## src/rtl/alu_flags_pkg.sv

```systemverilog
// Shared function codes and the flag nibble layout for the ALU.
package alu_flags_pkg;

    typedef enum logic [3:0] {
        FN_ADD  = 4'd0,
        FN_ADC  = 4'd1,
        FN_SUB  = 4'd2,
        FN_SBC  = 4'd3,
        FN_NEG  = 4'd4,
        FN_AND  = 4'd5,
        FN_OR   = 4'd6,
        FN_XOR  = 4'd7,
        FN_COM  = 4'd8,
        FN_CLR  = 4'd9,
        FN_BSET = 4'd10,
        FN_BCLR = 4'd11,
        FN_CMP  = 4'd12,
        FN_TST  = 4'd13,
        FN_BIT  = 4'd14,
        FN_RSV  = 4'd15
    } alu_fn_e;

    typedef struct packed {
        logic n;
        logic z;
        logic v;
        logic c;
    } ccr_t;

endpackage

```

## src/rtl/alu_addsub.sv

```systemverilog
// Adder with a runtime width select.
// Computes x + y + cin at full width W or on the low W/2 bits.
// Subtraction is formed by the caller (inverted y, adjusted cin).
// Assumes W is even. In narrow mode the sum's upper half is zero.
module alu_addsub #(
    parameter int W = 16
) (
    input  logic [W-1:0] x_i,
    input  logic [W-1:0] y_i,
    input  logic         cin_i,
    input  logic         wide_i,
    output logic [W-1:0] sum_o,
    output logic         cout_o,
    output logic         ovf_o
);
    localparam int H   = W / 2;
    localparam int WP1 = W + 1;
    localparam int HP1 = H + 1;

    logic [W:0] full_sum;
    logic [H:0] half_sum;
    logic       xm, ym, sm;

    // Form both width sums and choose the active one with its sign bits.
    always_comb begin
        full_sum = {1'b0, x_i} + {1'b0, y_i} + WP1'(cin_i);
        half_sum = {1'b0, x_i[H-1:0]} + {1'b0, y_i[H-1:0]} + HP1'(cin_i);
        if (wide_i) begin
            sum_o  = full_sum[W-1:0];
            cout_o = full_sum[W];
            xm     = x_i[W-1];
            ym     = y_i[W-1];
            sm     = full_sum[W-1];
        end else begin
            sum_o  = {{(W-H){1'b0}}, half_sum[H-1:0]};
            cout_o = half_sum[H];
            xm     = x_i[H-1];
            ym     = y_i[H-1];
            sm     = half_sum[H-1];
        end
        ovf_o = (xm & ym & ~sm) | (~xm & ~ym & sm);
    end

endmodule

```

## src/rtl/alu_bitwise.sv

```systemverilog
// Bitwise unit: AND, OR, XOR, complement, mask set/clear, bit test.
// Any other code passes operand a through (used by test).
// Assumes the caller trims the value to the active width.
module alu_bitwise #(
    parameter int W = 16
) (
    input  alu_flags_pkg::alu_fn_e func_i,
    input  logic [W-1:0]           a_i,
    input  logic [W-1:0]           b_i,
    output logic [W-1:0]           y_o
);
    import alu_flags_pkg::*;

    // Select the bitwise combination for the function code.
    always_comb begin
        unique case (func_i)
            FN_AND, FN_BIT: y_o = a_i & b_i;
            FN_OR,  FN_BSET: y_o = a_i | b_i;
            FN_XOR:          y_o = a_i ^ b_i;
            FN_COM:          y_o = ~a_i;
            FN_BCLR:         y_o = a_i & ~b_i;
            default:         y_o = a_i;
        endcase
    end

endmodule

```

## src/rtl/alu_nz_eval.sv

```systemverilog
// Trims a value to the active width and derives its sign and zero flags.
// Assumes W is even. In narrow mode the upper half is cleared.
module alu_nz_eval #(
    parameter int W = 16
) (
    input  logic [W-1:0] val_i,
    input  logic         wide_i,
    output logic [W-1:0] trim_o,
    output logic         neg_o,
    output logic         zero_o
);
    localparam int H = W / 2;

    // Clear the unused half and read sign and zero at the active width.
    always_comb begin
        trim_o = wide_i ? val_i : {{(W-H){1'b0}}, val_i[H-1:0]};
        neg_o  = wide_i ? val_i[W-1] : val_i[H-1];
        zero_o = (trim_o == '0);
    end

endmodule

```

## src/rtl/alu_flags_core.sv

```systemverilog
// Combinational ALU with per-function condition flag policy.
// Routes operands to the adder or the bitwise unit, picks the value,
// and builds the next N,Z,V,C nibble from the function's flag rule.
// Assumes the caller holds the flag register and feeds it back on ccr_i.
module alu_flags_core #(
    parameter int W = 16
) (
    input  logic [W-1:0] op_a_i,
    input  logic [W-1:0] op_b_i,
    input  logic [3:0]   func_i,
    input  logic         wide_i,
    input  logic [3:0]   ccr_i,
    output logic [W-1:0] res_o,
    output logic         wr_o,
    output logic [3:0]   ccr_o
);
    import alu_flags_pkg::*;

    alu_fn_e      fn;
    ccr_t         cin_f;
    ccr_t         cout_f;
    logic [W-1:0] add_x, add_y, add_sum;
    logic         add_cin, add_cout, add_ovf;
    logic [W-1:0] bw_val;
    logic [W-1:0] raw_val, trim_val;
    logic         val_neg, val_zero;
    logic         is_arith, is_sub_like;

    assign fn    = alu_fn_e'(func_i);
    assign cin_f = ccr_t'(ccr_i);

    // Classify the code into arithmetic and borrow-style groups.
    always_comb begin
        is_arith    = (fn inside {FN_ADD, FN_ADC, FN_SUB, FN_SBC, FN_NEG, FN_CMP});
        is_sub_like = (fn inside {FN_SUB, FN_SBC, FN_NEG, FN_CMP});
    end

    // Prepare adder operands: subtraction adds the inverted subtrahend.
    always_comb begin
        add_x   = op_a_i;
        add_y   = op_b_i;
        add_cin = 1'b0;
        unique case (fn)
            FN_ADC:         add_cin = cin_f.c;
            FN_SUB, FN_CMP: begin add_y = ~op_b_i; add_cin = 1'b1; end
            FN_SBC:         begin add_y = ~op_b_i; add_cin = ~cin_f.c; end
            FN_NEG:         begin add_x = '0; add_y = ~op_a_i; add_cin = 1'b1; end
            default: ;
        endcase
    end

    alu_addsub #(.W(W)) u_addsub (
        .x_i    (add_x),
        .y_i    (add_y),
        .cin_i  (add_cin),
        .wide_i (wide_i),
        .sum_o  (add_sum),
        .cout_o (add_cout),
        .ovf_o  (add_ovf)
    );

    alu_bitwise #(.W(W)) u_bitwise (
        .func_i (fn),
        .a_i    (op_a_i),
        .b_i    (op_b_i),
        .y_o    (bw_val)
    );

    // Choose the untrimmed value for the function.
    always_comb begin
        if (is_arith)                    raw_val = add_sum;
        else if (fn inside {FN_CLR, FN_RSV}) raw_val = '0;
        else                             raw_val = bw_val;
    end

    alu_nz_eval #(.W(W)) u_nz (
        .val_i  (raw_val),
        .wide_i (wide_i),
        .trim_o (trim_val),
        .neg_o  (val_neg),
        .zero_o (val_zero)
    );

    // Apply the per-function flag rule and the write-back decision.
    always_comb begin
        cout_f   = '{n: val_neg, z: val_zero, v: 1'b0, c: cin_f.c};
        wr_o     = 1'b1;
        unique case (fn)
            FN_ADD, FN_ADC: begin
                cout_f.v = add_ovf;
                cout_f.c = add_cout;
            end
            FN_SUB, FN_SBC: begin
                cout_f.v = add_ovf;
                cout_f.c = ~add_cout;
            end
            FN_CMP: begin
                cout_f.v = add_ovf;
                cout_f.c = ~add_cout;
                wr_o     = 1'b0;
            end
            FN_NEG: begin
                cout_f.v = add_ovf;
                cout_f.c = ~val_zero;
            end
            FN_COM: cout_f.c = 1'b1;
            FN_TST: cout_f.c = 1'b0;
            FN_CLR: cout_f   = '{n: 1'b0, z: 1'b1, v: 1'b0, c: 1'b0};
            FN_BIT: wr_o     = 1'b0;
            FN_RSV: begin
                cout_f = cin_f;
                wr_o   = 1'b0;
            end
            default: ;
        endcase
    end

    assign res_o = trim_val;
    assign ccr_o = cout_f;

endmodule

```

## config.mk

```make
export PLATFORM = sky130hd
export DESIGN_NAME = alu_flags_core
export DESIGN_NICKNAME = d
export VERILOG_FILES = /design/src/rtl/alu_flags_pkg.sv /design/src/rtl/alu_addsub.sv /design/src/rtl/alu_bitwise.sv /design/src/rtl/alu_nz_eval.sv /design/src/rtl/alu_flags_core.sv
export SDC_FILE = /design/constraint.sdc
export NUM_CORES = 1
export LEC_CHECK = 0
export BUFFER_PORTS_ARGS = -buffer_cell sky130_fd_sc_hd__buf_2
export CORE_MARGIN = 4
export CORE_UTILIZATION = 30
export DETAILED_ROUTE_END_ITERATION = 6
export PLACE_DENSITY = 0.51
export SLEW_MARGIN = 10
export SYNTH_ARGS = -nofsm -noshare
export SYNTH_HDL_FRONTEND = slang
export SYNTH_SLANG_ARGS = --single-unit
export TNS_END_PERCENT = 1
```

## constraint.sdc

```tcl
create_clock -name vclk -period 6.8
set_clock_uncertainty 0.2 [all_clocks]
set_input_delay 0.68 -clock vclk [all_inputs]
set_output_delay 0.68 -clock vclk [all_outputs]
set_load 0.01 [all_outputs]
```

[Word level (Yosys, flattened, before mapping)]
Index checks and enable logic that the tools add are counted.
Storage, ports and cells
  bits in registers: 0
  input port bits: 41
  output and inout bits: 21
  logic and storage cells: 65
Cells by class
  $add $sub $neg: 4
  equality and inequality tests: 15
  multiplexer cells: 17
  bitwise gates (word level): 17
  reductions and logical operators: 12
Operator list (number)
  16-bit 2-to-1 mux: 5
  16-bit case mux with 5 select lines: 1
  16-bit bitwise AND: 2
  4-bit == test (second input constant): 8
  16-bit inverter: 2
  16-bit case mux with 2 select lines: 1
  16-bit by 16-bit adder with 17-bit output: 1
  17-bit by 1-bit adder with 17-bit output: 1
  4-bit by 3-bit == test with 1-bit output (second input constant): 4
  16-bit logical NOT: 1
  16-bit OR: 1
  16-bit XOR: 1
  8-bit by 8-bit adder with 9-bit output: 1
  9-bit by 1-bit adder with 9-bit output: 1
  3-bit OR reduction: 3
  4-bit by 2-bit == test with 1-bit output (second input constant): 2
  2-bit OR reduction: 4
  1-bit 2-to-1 mux: 6
  1-bit inverter: 6
  6-bit nonzero test: 1
  6-bit OR reduction: 1
  1-bit case mux with 5 select lines: 1
  1-bit bitwise AND: 4
  4-bit by 1-bit == test with 1-bit output (second input constant): 1
  6 further kinds: 6

[Longest topological paths before layout]
Gate-level depths: netlist of run 1.
  word-level depth: 11
  mapped depth: 19
  gate-level depth less buffers: 15

[Modules after synthesis]
A second synthesis of run 1 with hierarchy kept.
Second synthesis, totals
  cells, all modules: 533
  area, all modules: 3611.0 µm²
By module, submodules not included
  alu_bitwise: times used 1, cells an instance 205, area each 1371.3 µm², sequential area each 0.0 µm²
  alu_flags_core: times used 1, cells an instance 185, area each 1176.1 µm², sequential area each 0.0 µm²
  alu_addsub: times used 1, cells an instance 119, area each 887.1 µm², sequential area each 0.0 µm²
  alu_nz_eval: times used 1, cells an instance 24, area each 176.4 µm², sequential area each 0.0 µm²

[Worst setup path after synthesis of run 1]
OpenSTA, ideal clock, no wires.
  path kind: in2out
  start point: input func_i[3]
  end point: output ccr_o[0]
  arrival time: 4.874 ns
  required time: 5.920 ns
  path slack: 1.046 ns
  stages: 19
  path buffers: 5
  path through: buf_2 > clkbuf_1 > buf_2 > buf_2 > buf_2 > mux2i_1 > o211ai_1 > o21ai_0 > fa_1 > fa_1 > a211oi_2 > o21ai_1 > a31oi_1 > o31ai_1 > xnor2_1 > o21ai_1 > nor4b_1 > nand4b_1 > a211o_1
On the way
  cells in the longest elaborated chain, start to end: 11
  elaborated cells on any way between the ends: 41
  those cells by class: add/sub (4); eq/ne (15); mux (10); bitwise (2); reduce/logical (10)
Ends and longest elaborated chain
  from (decl): RTL line alu_flags_core.sv:10  | input logic [3:0] func_i,
  4-bit by 2-bit == test with 1-bit output or 4-bit == test (tied branches): RTL line alu_flags_core.sv:34, alu_flags_core.sv:43
  3-bit OR reduction (no line)
  16-bit case mux with 2 select lines: RTL line alu_flags_core.sv:43  | unique case (fn)
  16-bit by 16-bit adder with 17-bit output: RTL line alu_addsub.sv:26  | full_sum = {1'b0, x_i} + {1'b0, y_i} + WP1'(cin_i);
  17-bit by 1-bit adder with 17-bit output: RTL line alu_addsub.sv:26
  16-bit 2-to-1 mux: RTL line alu_addsub.sv:28  | if (wide_i) begin
  16-bit 2-to-1 mux (*): RTL line alu_flags_core.sv:71  | if (is_arith) raw_val = add_sum;
  16-bit 2-to-1 mux (*): RTL line alu_nz_eval.sv:16  | trim_o = wide_i ? val_i : {{(W-H){1'b0}}, val_i[H-1:0]};
  via res_o[14]: RTL line alu_flags_core.sv:13  | output logic [W-1:0] res_o,
  16-bit logical NOT (*): RTL line alu_nz_eval.sv:18  | zero_o = (trim_o == '0);
  1-bit inverter (*): RTL line alu_flags_core.sv:104  | cout_f.c = ~val_zero;
  1-bit case mux with 5 select lines (*): RTL line alu_flags_core.sv:88  | unique case (fn)
  to (decl): RTL line alu_flags_core.sv:15  | output logic [3:0] ccr_o
The timed path passes the listed nets; every way through them passes the cells marked *.

[Worst setup path after layout of run 1]
  start point: input func_i[2]
  end point: output ccr_o[0]
On the way
  cells in the longest elaborated chain, start to end: 11
  elaborated cells on any way between the ends: 41
  those cells by class: add/sub (4); eq/ne (15); mux (10); bitwise (2); reduce/logical (10)
Ends and longest elaborated chain (RTL line)
  4-bit by 2-bit == test with 1-bit output or 4-bit == test (tied branches): alu_flags_core.sv:34, alu_flags_core.sv:43, alu_flags_core.sv:88
  3-bit OR reduction (no line)
  16-bit case mux with 2 select lines: alu_flags_core.sv:43
  16-bit by 16-bit adder with 17-bit output or 8-bit by 8-bit adder with 9-bit output (tied branches): alu_addsub.sv:26, alu_addsub.sv:27
  17-bit by 1-bit adder with 17-bit output or 9-bit by 1-bit adder with 9-bit output (tied branches): alu_addsub.sv:26, alu_addsub.sv:27
  16-bit 2-to-1 mux: alu_addsub.sv:28
  16-bit 2-to-1 mux: alu_flags_core.sv:71
  16-bit 2-to-1 mux: alu_nz_eval.sv:16
  16-bit logical NOT: alu_nz_eval.sv:18
  1-bit inverter: alu_flags_core.sv:104
  1-bit case mux with 5 select lines (*): alu_flags_core.sv:88
Mark *: on every way between the ends. The rest lies on a longest branch, timed or not.

==> implementation parameters, run 1 <==
Parameter                              Value

Run status
  Outcome    complete, no violations

Floorplan
  Standard cell core area    0.0104 mm^2
  Number of primary I/O pins    62
  Die Ht    111 um
  Starting utilization of the core area    30.9%
  Number of cell rows    37
  Die extent in x    111 um
  Die area    0.0124 mm^2

Synth
  Count of warnings emitted by yosys    0
  Fraction of the yosys area taken by sequential cells    0%
  Synthesized netlist net count    566
  Average cell area after synthesis    6.52 um^2
  Post-synthesis instance total    492
  Netlist Area Pre-Place    0.00321 mm^2
  Post-synthesis cell type count    67

Timing
  Final period demand of the worst path    5.97 ns
  Endpoints failing hold    0
  Slew margin rel.    34.9%
  Setup repair after global routing missed its margin    no
  Final-report max-slew violation count    0
  Transition time of the tightest slew-check pin    0.974 ns
  Smallest setup slack after layout    0.831 ns
  Final critical-path share of the clock period    87.8%
  Fmax    168 MHz
  Finish-stage setup viols    0
  Fin Setup TNS    0 ns

Worst setup path
  Arrival time reported for the critical path endpoint    5.09 ns
  Cell at the slowest stage of the critical path    sky130_fd_sc_hd__nor2b_1
  CP required    5.92 ns
  Count of buffering cells on the critical path with inverters included    2
  Crit path capture type    output port
  Crit path max fanout    45
  Cell family with most CP delay    simple AND/OR/NAND/NOR gates
  Startpoint class of the critical path    input pin
  Max stage delay on crit path    0.86 ns
  Ordered list of cells on the worst path    buf_2, nor2b_1, and3_1, a21oi_1, o311a_1, a21oi_1, ha_1, or2_2, a31oi_1, o31ai_1, xnor2_1, o21ai_1, nor4b_1, nand4b_1, a211o_1, buf_2
  Setup CP Type    in -> out

Pwr
  Power per Cell Area    99.4 mW/mm^2
  Leakage component of the power    1.61 nW
  Total power after layout    0.000354 W
  Highest ir drop seen on vdd    0.0291 mV

Run
  Reported max-cap violation count    0

Clocking
  Cts repair resizes    0
  Number of buffers inserted by hold repair at cts    0
  Post-CTS setup buffer count    0

Final layout
  Final-layout clock buffer total    0
  Finished Cell Area    0.00357 mm^2
  Area taken by flip-flops and latches    0 um^2
  Post-layout nets    605
  Synthesis-to-layout area growth    11.1%
  Final sequential cell count    0
  Commonest cells after routing, fill and taps aside    sky130_fd_sc_hd__buf_2, sky130_fd_sc_hd__nand2_1, sky130_fd_sc_hd__a21oi_1
  Antenna Cells    0
  Post-route insts no fill    665
  Share of layout cells above drive strength 1    17.0%
  Most frequent standard cell in the layout excluding fill and tap cells    sky130_fd_sc_hd__buf_2
  Fillcell total    1173

GRT
  Number of global-route vias before repair    3593
  First-pass GRT wire length    19.4 mm
  Layer with the highest usage    met2
  Antenna violations before repair    0
  Largest net degree at the start of global routing    46
  Global Route met3 Usage    1.58%
  Global route total overflow    0
  Met2 usage    31.9%
  Met1 Track Usage GR    25.7%
  GR Util All Layers    18.4%

Placement
  Placed inst area    0.00357 mm^2
  HPWL after detailed placement    9.28 mm
  Number of buffers inserted by port buffering    62
  Final estimated routing congestion in global placement    0.886
  Number of placed cells counting well taps    665
  Setup WS pre-CTS    0.911 ns

Routing
  Number of nets with antenna violations after detailed routing    0
  Number of vias per cell after detailed routing    5.77
  Via total after detailed routing    3835
  Routed wirelength normalized by instance count    18.1 um
  DRT iter0 DRCs    402
  Length of the first detailed-routing pass in iterations    5
  Residual DRC count    0
  Wirelength, routed    12.1 mm

Min path
  Hold crit path type    in -> out
[stage by stage]
stage | hold slack [ns] | utilization (%)
after floorplan | 1.28 | -
after global placement | 1.47 | 34.4
after detailed placement | 1.47 | 34.4
after CTS | 1.48 | 34.4
after global routing | 1.49 | 34.4
final | 1.47 | 34.4
[per-layer routing]
metal,share of wire [%],wire length (um)
met1,44,5340
met2,48,5850
met3,6.2,747
met4,1.1,129
met5,0,0
[kinds of logic after synthesis]
family	after synthesis	share of synthesized area, %
adder cells (fa/ha/maj)	33	13.3
AO/OA/AOI/OAI	169	34.3
XOR/XNOR	32	8.73
multiplexers	23	7.64
AND/OR/NAND/NOR	163	25.7
buffers and inverters	72	10.4
[cell type report]
type               count  area (um^2)  share of cell area [%]
well taps            136          170                    4.77
multi-input cells    420         2880                    80.7
repair buffers        70          370                    10.4
inverters             39          146                    4.11
[Yosys cell counts (3+ instances only)]
cell / count / share of area (%)
sky130_fd_sc_hd__nor2_1: 44 / 5.1
sky130_fd_sc_hd__buf_6: 4 / 1.4
sky130_fd_sc_hd__nor3_1: 9 / 1.4
sky130_fd_sc_hd__nand4b_1: 6 / 1.6
sky130_fd_sc_hd__o21ai_1: 4 / 0.62
sky130_fd_sc_hd__a21o_1: 3 / 0.70
sky130_fd_sc_hd__or3_1: 4 / 0.78
sky130_fd_sc_hd__nand2b_1: 4 / 0.78
sky130_fd_sc_hd__nand3_1: 6 / 0.94
sky130_fd_sc_hd__ha_1: 31 / 12
sky130_fd_sc_hd__a31oi_1: 3 / 0.58
sky130_fd_sc_hd__o21ai_0: 41 / 6.4
sky130_fd_sc_hd__a32oi_1: 4 / 1.1
sky130_fd_sc_hd__o21a_1: 3 / 0.70
sky130_fd_sc_hd__buf_2: 17 / 2.7
sky130_fd_sc_hd__a21oi_1: 46 / 7.2
sky130_fd_sc_hd__o211ai_1: 14 / 3.3
sky130_fd_sc_hd__or2_2: 5 / 0.97
sky130_fd_sc_hd__nor2b_1: 4 / 0.78
sky130_fd_sc_hd__xor2_1: 9 / 2.5
sky130_fd_sc_hd__clkbuf_1: 10 / 1.2
sky130_fd_sc_hd__nand2_1: 53 / 6.2
sky130_fd_sc_hd__nand4_1: 6 / 1.2
sky130_fd_sc_hd__xnor2_1: 23 / 6.3
sky130_fd_sc_hd__o311ai_0: 7 / 1.9
sky130_fd_sc_hd__a221o_1: 4 / 1.2
sky130_fd_sc_hd__o221ai_1: 6 / 1.6
sky130_fd_sc_hd__and4_1: 3 / 0.82
sky130_fd_sc_hd__a211oi_1: 3 / 0.70
sky130_fd_sc_hd__o22ai_1: 8 / 1.6
sky130_fd_sc_hd__inv_1: 39 / 4.6
sky130_fd_sc_hd__mux2_2: 4 / 1.4
sky130_fd_sc_hd__and3_1: 4 / 0.78
sky130_fd_sc_hd__mux2i_1: 17 / 5.3
[worst paths after layout]
| check | start | cells after the start | slack (ns) | end |
|---|---|---|---|---|
| worst max-delay path | func_i[2] | 16 | 0.83 | ccr_o[0] |
| worst min-delay path | ccr_i[2] | 4 | 1.47 | ccr_o[2] |
[report_power, final]
part / switching [W] / internal (W)
clock: 0 / 0
combinational: 0.000214 / 0.000140
sequential: 0 / 0
total: 0.000214 / 0.000140
Note: power is estimated with default switching activity, not from simulation.
==> run 2: changes to the inputs <==
--- a/config.mk
+++ b/config.mk
@@ -5,11 +5,12 @@
 export SDC_FILE = /design/constraint.sdc
 export NUM_CORES = 1
 export LEC_CHECK = 0
+export ABC_AREA = 1
 export BUFFER_PORTS_ARGS = -buffer_cell sky130_fd_sc_hd__buf_2
 export CORE_MARGIN = 4
-export CORE_UTILIZATION = 30
+export CORE_UTILIZATION = 52
 export DETAILED_ROUTE_END_ITERATION = 6
-export PLACE_DENSITY = 0.51
+export PLACE_DENSITY = 0.79
 export SLEW_MARGIN = 10
 export SYNTH_ARGS = -nofsm -noshare
 export SYNTH_HDL_FRONTEND = slang
==> run 2 against run 1 <==
  * Die area fell by 46%
  * Critical endpoint unchanged
  * Fmax rose by 13%
  * Flip-flop and latch count did not move
  * Synthesized cell count rose by 18%
==> implementation parameters, run 2 <==
Parameter                              Value

Worst setup path
  Ordered list of cells on the worst path    buf_2, inv_2, nor2_4, nand2_1, buf_4, inv_1, buf_4, nor2_1, fa_1, fa_1, nand2_1, nand2_1, and2_1, or2_2, nand3_1, nand2_1, nor2_1, nand2_1, nor2_1, nand3_1, nand2_1, nand3_1, buf_2
  Max stage delay on crit path    0.48 ns (-0.38 ns)
  Cell at the slowest stage of the critical path    sky130_fd_sc_hd__fa_1
  Arrival time reported for the critical path endpoint    4.41 ns (-0.68 ns)
  Setup CP Type    in -> out
  Startpoint class of the critical path    input pin
  Most common cell on crit path    sky130_fd_sc_hd__nand2_1
  Crit path max fanout    15 (-67%)
  CP required    5.92 ns (about the same)
  Crit path capture type    output port

Timing
  Setup repair after global routing missed its margin    no
  Slew margin rel.    41.6% (+6.7 points)
  Endpoints failing hold    0 (unchanged)
  Finish-stage setup viols    0 (unchanged)
  Final critical-path share of the clock period    77.8% (-10 points)
  Fin Setup TNS    0 ns (unchanged)
  Transition time of the tightest slew-check pin    0.873 ns (-0.101 ns)
  Final-report max-slew violation count    0 (unchanged)
  Fmax    189 MHz (+13%)
  Final period demand of the worst path    5.29 ns (-0.678 ns)

Final layout
  Share of layout cells above drive strength 1    12.3% (-4.7 points)
  Finished Cell Area    0.00318 mm^2 (-11%)
  Multi-input gate area in the final layout    0.00245 mm^2 (-15%)
  Final-layout clock buffer total    0 (unchanged)
  Area taken by flip-flops and latches    0 um^2 (unchanged)
  Commonest cells after routing, fill and taps aside    sky130_fd_sc_hd__nand2_1, sky130_fd_sc_hd__inv_1, sky130_fd_sc_hd__nor2_1
  Synthesis-to-layout area growth    11.7%
  Final sequential cell count    0 (unchanged)
  Fillcell total    592 (-50%)
  Finished Core Util    61.0% (+27 points)
  Most frequent standard cell in the layout excluding fill and tap cells    sky130_fd_sc_hd__nand2_1
  Post-layout nets    708 (+17%)
  Antenna Cells    0 (unchanged)

Routing
  Length of the first detailed-routing pass in iterations    7 (+2)
  DRT iter0 DRCs    309 (-23%)
  Routed wirelength normalized by instance count    14.2 um (-22%)
  Number of vias per cell after detailed routing    5.67 (-1.7%)
  Number of nets with antenna violations after detailed routing    0 (unchanged)
  Wirelength, routed    9.95 mm (-18%)
  Residual DRC count    0 (unchanged)
  Via total after detailed routing    3981 (+3.8%)

Clocking
  Cts repair resizes    0 (unchanged)
  Post-CTS setup buffer count    0 (unchanged)
  Number of buffers inserted by hold repair at cts    0 (unchanged)

Pwr
  Power per Cell Area    98.2 mW/mm^2 (-1.2%)
  Highest ir drop seen on vdd    0.0452 mV (+55%)
  Leakage component of the power    1.99 nW (+23%)

Synth
  Count leader, synth    sky130_fd_sc_hd__nand2_1
  Most area-hungry cell type in the Yosys netlist    sky130_fd_sc_hd__nand2_1
  Average cell area after synthesis    4.88 um^2 (-25%)
  Synthesized netlist net count    657 (+16%)
  Post-synthesis cell type count    36 (-46%)
  Share of Yosys cell area claimed by the top area cell type    29.2% (+17 points)
  Post-synthesis instance total    583 (+18%)
  Most numerous cell types in the synthesized netlist    sky130_fd_sc_hd__nand2_1, sky130_fd_sc_hd__inv_1, sky130_fd_sc_hd__nor2_1, sky130_fd_sc_hd__nand3_1, sky130_fd_sc_hd__ha_1
  Fraction of the yosys area taken by sequential cells    0% (unchanged)
  Netlist Area Pre-Place    0.00284 mm^2 (-11%)
  Count of warnings emitted by yosys    0 (unchanged)
  Largest cells by area after synthesis    sky130_fd_sc_hd__nand2_1, sky130_fd_sc_hd__ha_1, sky130_fd_sc_hd__inv_1

Floorplan
  Number of primary I/O pins    62 (unchanged)
  Die Ht    81.9 um (-26%)
  Die extent in x    81.9 um (-26%)
  Number of cell rows    26 (-30%)
  Standard cell core area    0.00520 mm^2 (-50%)
  Starting utilization of the core area    54.6% (+24 points)
  Die area    0.00671 mm^2 (-46%)

Min path
  Worst Hold End    ccr_o[1]
  Hold_sp    ccr_i[1]
  Worst hold path depth    4 (unchanged)
  Hold crit path type    in -> out

Run status
  Outcome    complete, no violations

Run
  Reported max-cap violation count    0 (unchanged)

GRT
  GR Util All Layers    29.6% (+11 points)
  Antenna violations before repair    0 (unchanged)
  First-pass GRT wire length    15.9 mm (-18%)
  Number of global-route vias before repair    3586 (-0.19%)
  Global route total overflow    0 (unchanged)
  Largest net degree at the start of global routing    22 (-52%)

Placement
  Number of buffers inserted by port buffering    62 (unchanged)
  Final estimated routing congestion in global placement    0.952 (+7.5%)
  Placed inst area    0.00318 mm^2 (-11%)
  HPWL after detailed placement    7.58 mm (-18%)
==> run 2: final cells by class <==
| cell class | instances | share of cell area [%] |
|---|---|---|
| repair buffers | 64 | 10.2 |
| well taps | 70 | 2.76 |
| multi-input cells | 486 | 77.3 |
| inverters | 82 | 9.69 |
==> run 2: logic make-up after synthesis <==
group / Yosys count / synth area share [%]
AO/OA/AOI/OAI: 79 / 16.4
XOR/XNOR: 2 / 0.616
adder cells (fa/ha/maj): 33 / 15.1
buffers and inverters: 97 / 13.6
AND/OR/NAND/NOR: 372 / 54.3
==> run 2: power breakdown <==
group / leakage, nW / total (W) / switching [W] / internal [W]
Clock: 0 / 0 / 0 / 0
Sequential: 0 / 0 / 0 / 0
Combinational: 1.99 / 0.000312 / 0.000202 / 0.000109
==> run 2: how the worst max path moves through the flow <==
stage,start,to,slack [ns],depth (start not counted)
2_1_floorplan,func_i[2],ccr_o[2],2.02,21
3_3_place_gp,func_i[2],ccr_o[0],1.67,23
3_5_place_dp,func_i[2],ccr_o[0],1.57,23
4_1_cts,func_i[2],ccr_o[0],1.55,23
5_1_grt,func_i[1],ccr_o[2],1.16,19
6_report,func_i[2],ccr_o[0],1.51,23
==> run 2: layer usage <==
metal / up-vias / GRT usage (%) / share of wire (%)
li1: 1979 / - / -
met1: 1785 / 37.1 / 43
met2: 182 / 50.2 / 45
met3: 35 / 2.74 / 7.8
met4: 0 / 14.6 / 4.0
met5: - / 0 / 0
==> run 2: through the flow <==
stage          setup WS (ns)  power, W  cells  hold WS [ns]
6_report                1.51  0.000312    702          1.46
5_1_grt                 1.16  0.000351    702          1.48
4_1_cts                 1.55  0.000307    702          1.46
3_5_place_dp            1.57  0.000305    702          1.46
3_3_place_gp            1.67  0.000300    702          1.45
2_1_floorplan           2.02  0.000219    583          1.30
==> run 2: critical path: cells and delay by family <==
family	cells	cell delay [ns]
AND/OR/NAND/NOR	15	1.85
adder cells (fa/ha/maj)	2	0.88
buffers and inverters	6	0.98
==> run 3: changes to the inputs <==
--- a/config.mk
+++ b/config.mk
@@ -5,12 +5,12 @@
 export SDC_FILE = /design/constraint.sdc
 export NUM_CORES = 1
 export LEC_CHECK = 0
-export ABC_AREA = 1
+export ABC_AREA = 0
 export BUFFER_PORTS_ARGS = -buffer_cell sky130_fd_sc_hd__buf_2
 export CORE_MARGIN = 4
 export CORE_UTILIZATION = 52
 export DETAILED_ROUTE_END_ITERATION = 6
-export PLACE_DENSITY = 0.79
+export PLACE_DENSITY = 0.78
 export SLEW_MARGIN = 10
 export SYNTH_ARGS = -nofsm -noshare
 export SYNTH_HDL_FRONTEND = slang
==> constraint.sdc (replaced) <==
create_clock -name vclk -period 5.1
set_clock_uncertainty 0.2 [all_clocks]
set_input_delay 0.51 -clock vclk [all_inputs]
set_output_delay 0.51 -clock vclk [all_outputs]
set_load 0.01 [all_outputs]
==> run 3 against run 2 <==
  * The flow now finishes with violations (DRC)
  * Sequential share of layout area did not move
  * Non-clock buffer count up 15
  * Flip-flop and latch count stayed put
  * Clock-buffer cell count unchanged
  * Wire length up 13%
  * Die area increased by 12%
  * Power up 59%
  * Final area is 13% higher
  * Largest power group unchanged
==> implementation parameters, run 3 (synthesized netlist as in run 1, its figures left out) <==
Parameter                              Value

Final layout
  Synthesis-to-layout area growth    12.2%
  Most frequent standard cell in the layout excluding fill and tap cells    sky130_fd_sc_hd__buf_2
  Final-layout clock buffer total    0 (unchanged)
  Area taken by flip-flops and latches    0 um^2 (unchanged)
  Antenna Cells    0 (unchanged)
  Finished Cell Area    0.00360 mm^2 (+13%)
  Final sequential cell count    0 (unchanged)
  Share of layout cells above drive strength 1    19.5% (+7.2 points)
  Post-layout nets    614 (-13%)
  Commonest cells after routing, fill and taps aside    sky130_fd_sc_hd__buf_2, sky130_fd_sc_hd__nand2_1, sky130_fd_sc_hd__a21oi_1
  Fillcell total    599 (+1.2%)

Floorplan
  Die Ht    86.6 um (+5.6%)
  Die area    0.00749 mm^2 (+12%)
  Starting utilization of the core area    53.9% (-0.73 points)
  Standard cell core area    0.00596 mm^2 (+14%)
  Number of primary I/O pins    62 (unchanged)
  Die extent in x    86.6 um (+5.6%)
  Number of cell rows    28 (+7.7%)

Routing
  Wirelength, routed    11.2 mm (+13%)
  Length of the first detailed-routing pass in iterations    7 (unchanged)
  Residual DRC count    1 (+1)
  DRT iter0 DRCs    536 (+73%)
  Number of vias per cell after detailed routing    6.62 (+17%)
  Routed wirelength normalized by instance count    18.3 um (+29%)
  Via total after detailed routing    4059 (+2.0%)
  Number of nets with antenna violations after detailed routing    0 (unchanged)

Min path
  Worst hold path depth    4 (unchanged)
  Worst Hold End    ccr_o[2]
  Hold crit path type    in -> out
  Hold_sp    ccr_i[2]

Timing
  Transition time of the tightest slew-check pin    0.802 ns (-0.0716 ns)
  Fin Setup TNS    0 ns (unchanged)
  Setup repair after global routing missed its margin    no
  Final-report max-slew violation count    0 (unchanged)
  Final period demand of the worst path    4.89 ns
  Slew margin rel.    46.2% (+4.6 points)
  Fmax    204 MHz
  Final critical-path share of the clock period    95.9%
  Finish-stage setup viols    0 (unchanged)
  Endpoints failing hold    0 (unchanged)

GRT
  Global route total overflow    0 (unchanged)
  GR Util All Layers    29.1% (-0.52 points)
  Antenna violations before repair    0 (unchanged)
  Largest net degree at the start of global routing    39 (+77%)
  First-pass GRT wire length    18.1 mm (+14%)
  Number of global-route vias before repair    3665 (+2.2%)

Run status
  Violated checks    DRC
  Outcome    finished, violations left

Worst setup path
  Arrival time reported for the critical path endpoint    4.18 ns (-0.23 ns)
  Crit path capture type    output port
  Startpoint class of the critical path    input pin
  Cell family with most CP delay    compound AO/OA/AOI/OAI gates
  Cell at the slowest stage of the critical path    sky130_fd_sc_hd__fa_1
  Max stage delay on crit path    0.43 ns (-0.05 ns)
  Count of buffering cells on the critical path with inverters included    3 (-3)
  Number of cells on the critical path    17 (-26%)
  Setup CP Type    in -> out
  Ordered list of cells on the worst path    buf_2, nand2b_1, o211ai_1, o21ai_1, fa_2, fa_1, a211oi_2, buf_4, o21bai_1, a21oi_1, xor2_1, o21ai_0, nand4b_1, nor4_2, nand4b_1, a211o_1, buf_2
  Crit path max fanout    5 (-10)
  CP required    4.39 ns (-1.53 ns)

Placement
  HPWL after detailed placement    8.51 mm (+12%)
  Placed inst area    0.00356 mm^2 (+12%)
  Number of buffers inserted by port buffering    62 (unchanged)
  Final estimated routing congestion in global placement    0.968 (+1.7%)

Pwr
  Power per Cell Area    137 mW/mm^2 (+40%)
  Leakage component of the power    1.66 nW (-16%)
  Highest ir drop seen on vdd    0.0814 mV (+80%)

Clocking
  Number of buffers inserted by hold repair at cts    0 (unchanged)

Run
  Reported max-cap violation count    0 (unchanged)
[run 3: cell types whose count changed in the layout (fill, tap and decap cells not counted), moves of 18 or more]
cell / before / now
sky130_fd_sc_hd__a21oi_1: 27 / 45
sky130_fd_sc_hd__xnor2_1: 0 / 23
sky130_fd_sc_hd__inv_1: 79 / 39
sky130_fd_sc_hd__nand3_1: 55 / 6
sky130_fd_sc_hd__nand2_1: 221 / 53
sky130_fd_sc_hd__nor2_1: 75 / 43
[run 3: cell type report]
cell class | instances | area, um^2 | share of cell area (%)
Inverter | 39 | 146 | 4.07
Multi-Input combinational cell | 420 | 2920 | 81.1
Tap cell | 75 | 93.8 | 2.61
Timing Repair Buffer | 79 | 442 | 12.3
[run 3: repair_timing]
action	in CTS	in global routing
endpoints found under the setup margin	0	1
hold endpoints to repair	0	0
buffers inserted	0	2
resized for setup	0	9
[run 3: through the flow]
step           utilization [%]  worst slack, ns  cells  hold WS, ns  power (W)
2_1_floorplan                -          0.00302    492        0.935   0.000334
3_3_place_gp              59.7            0.231    611         1.13   0.000463
3_5_place_dp              59.7            0.141    611         1.14   0.000472
4_1_cts                   59.7            0.121    611         1.14   0.000473
5_1_grt                   60.4           0.0170    613         1.14   0.000540
6_report                  60.4            0.207    613         1.13   0.000495
[run 3: layer usage]
metal	GRT usage (%)	up-vias	part of all wire, %
met5	0	-	0
met4	5.24	0	1.6
met3	1.33	20	8.6
met2	46.2	216	45
met1	43.7	1917	44
li1	-	1906	-
[run 3: power by group]
group / switching, W / internal (W)
Sequential: 0 / 0
Combinational: 0.000297 / 0.000198
Clock: 0 / 0
[run 3: worst max path at each step]
stage | startpoint | to
floorplan | func_i[3] | ccr_o[0]
global placement | func_i[0] | ccr_o[0]
detailed placement | func_i[0] | ccr_o[0]
CTS | func_i[0] | ccr_o[0]
global route | func_i[0] | ccr_o[0]
finish | func_i[0] | ccr_o[0]
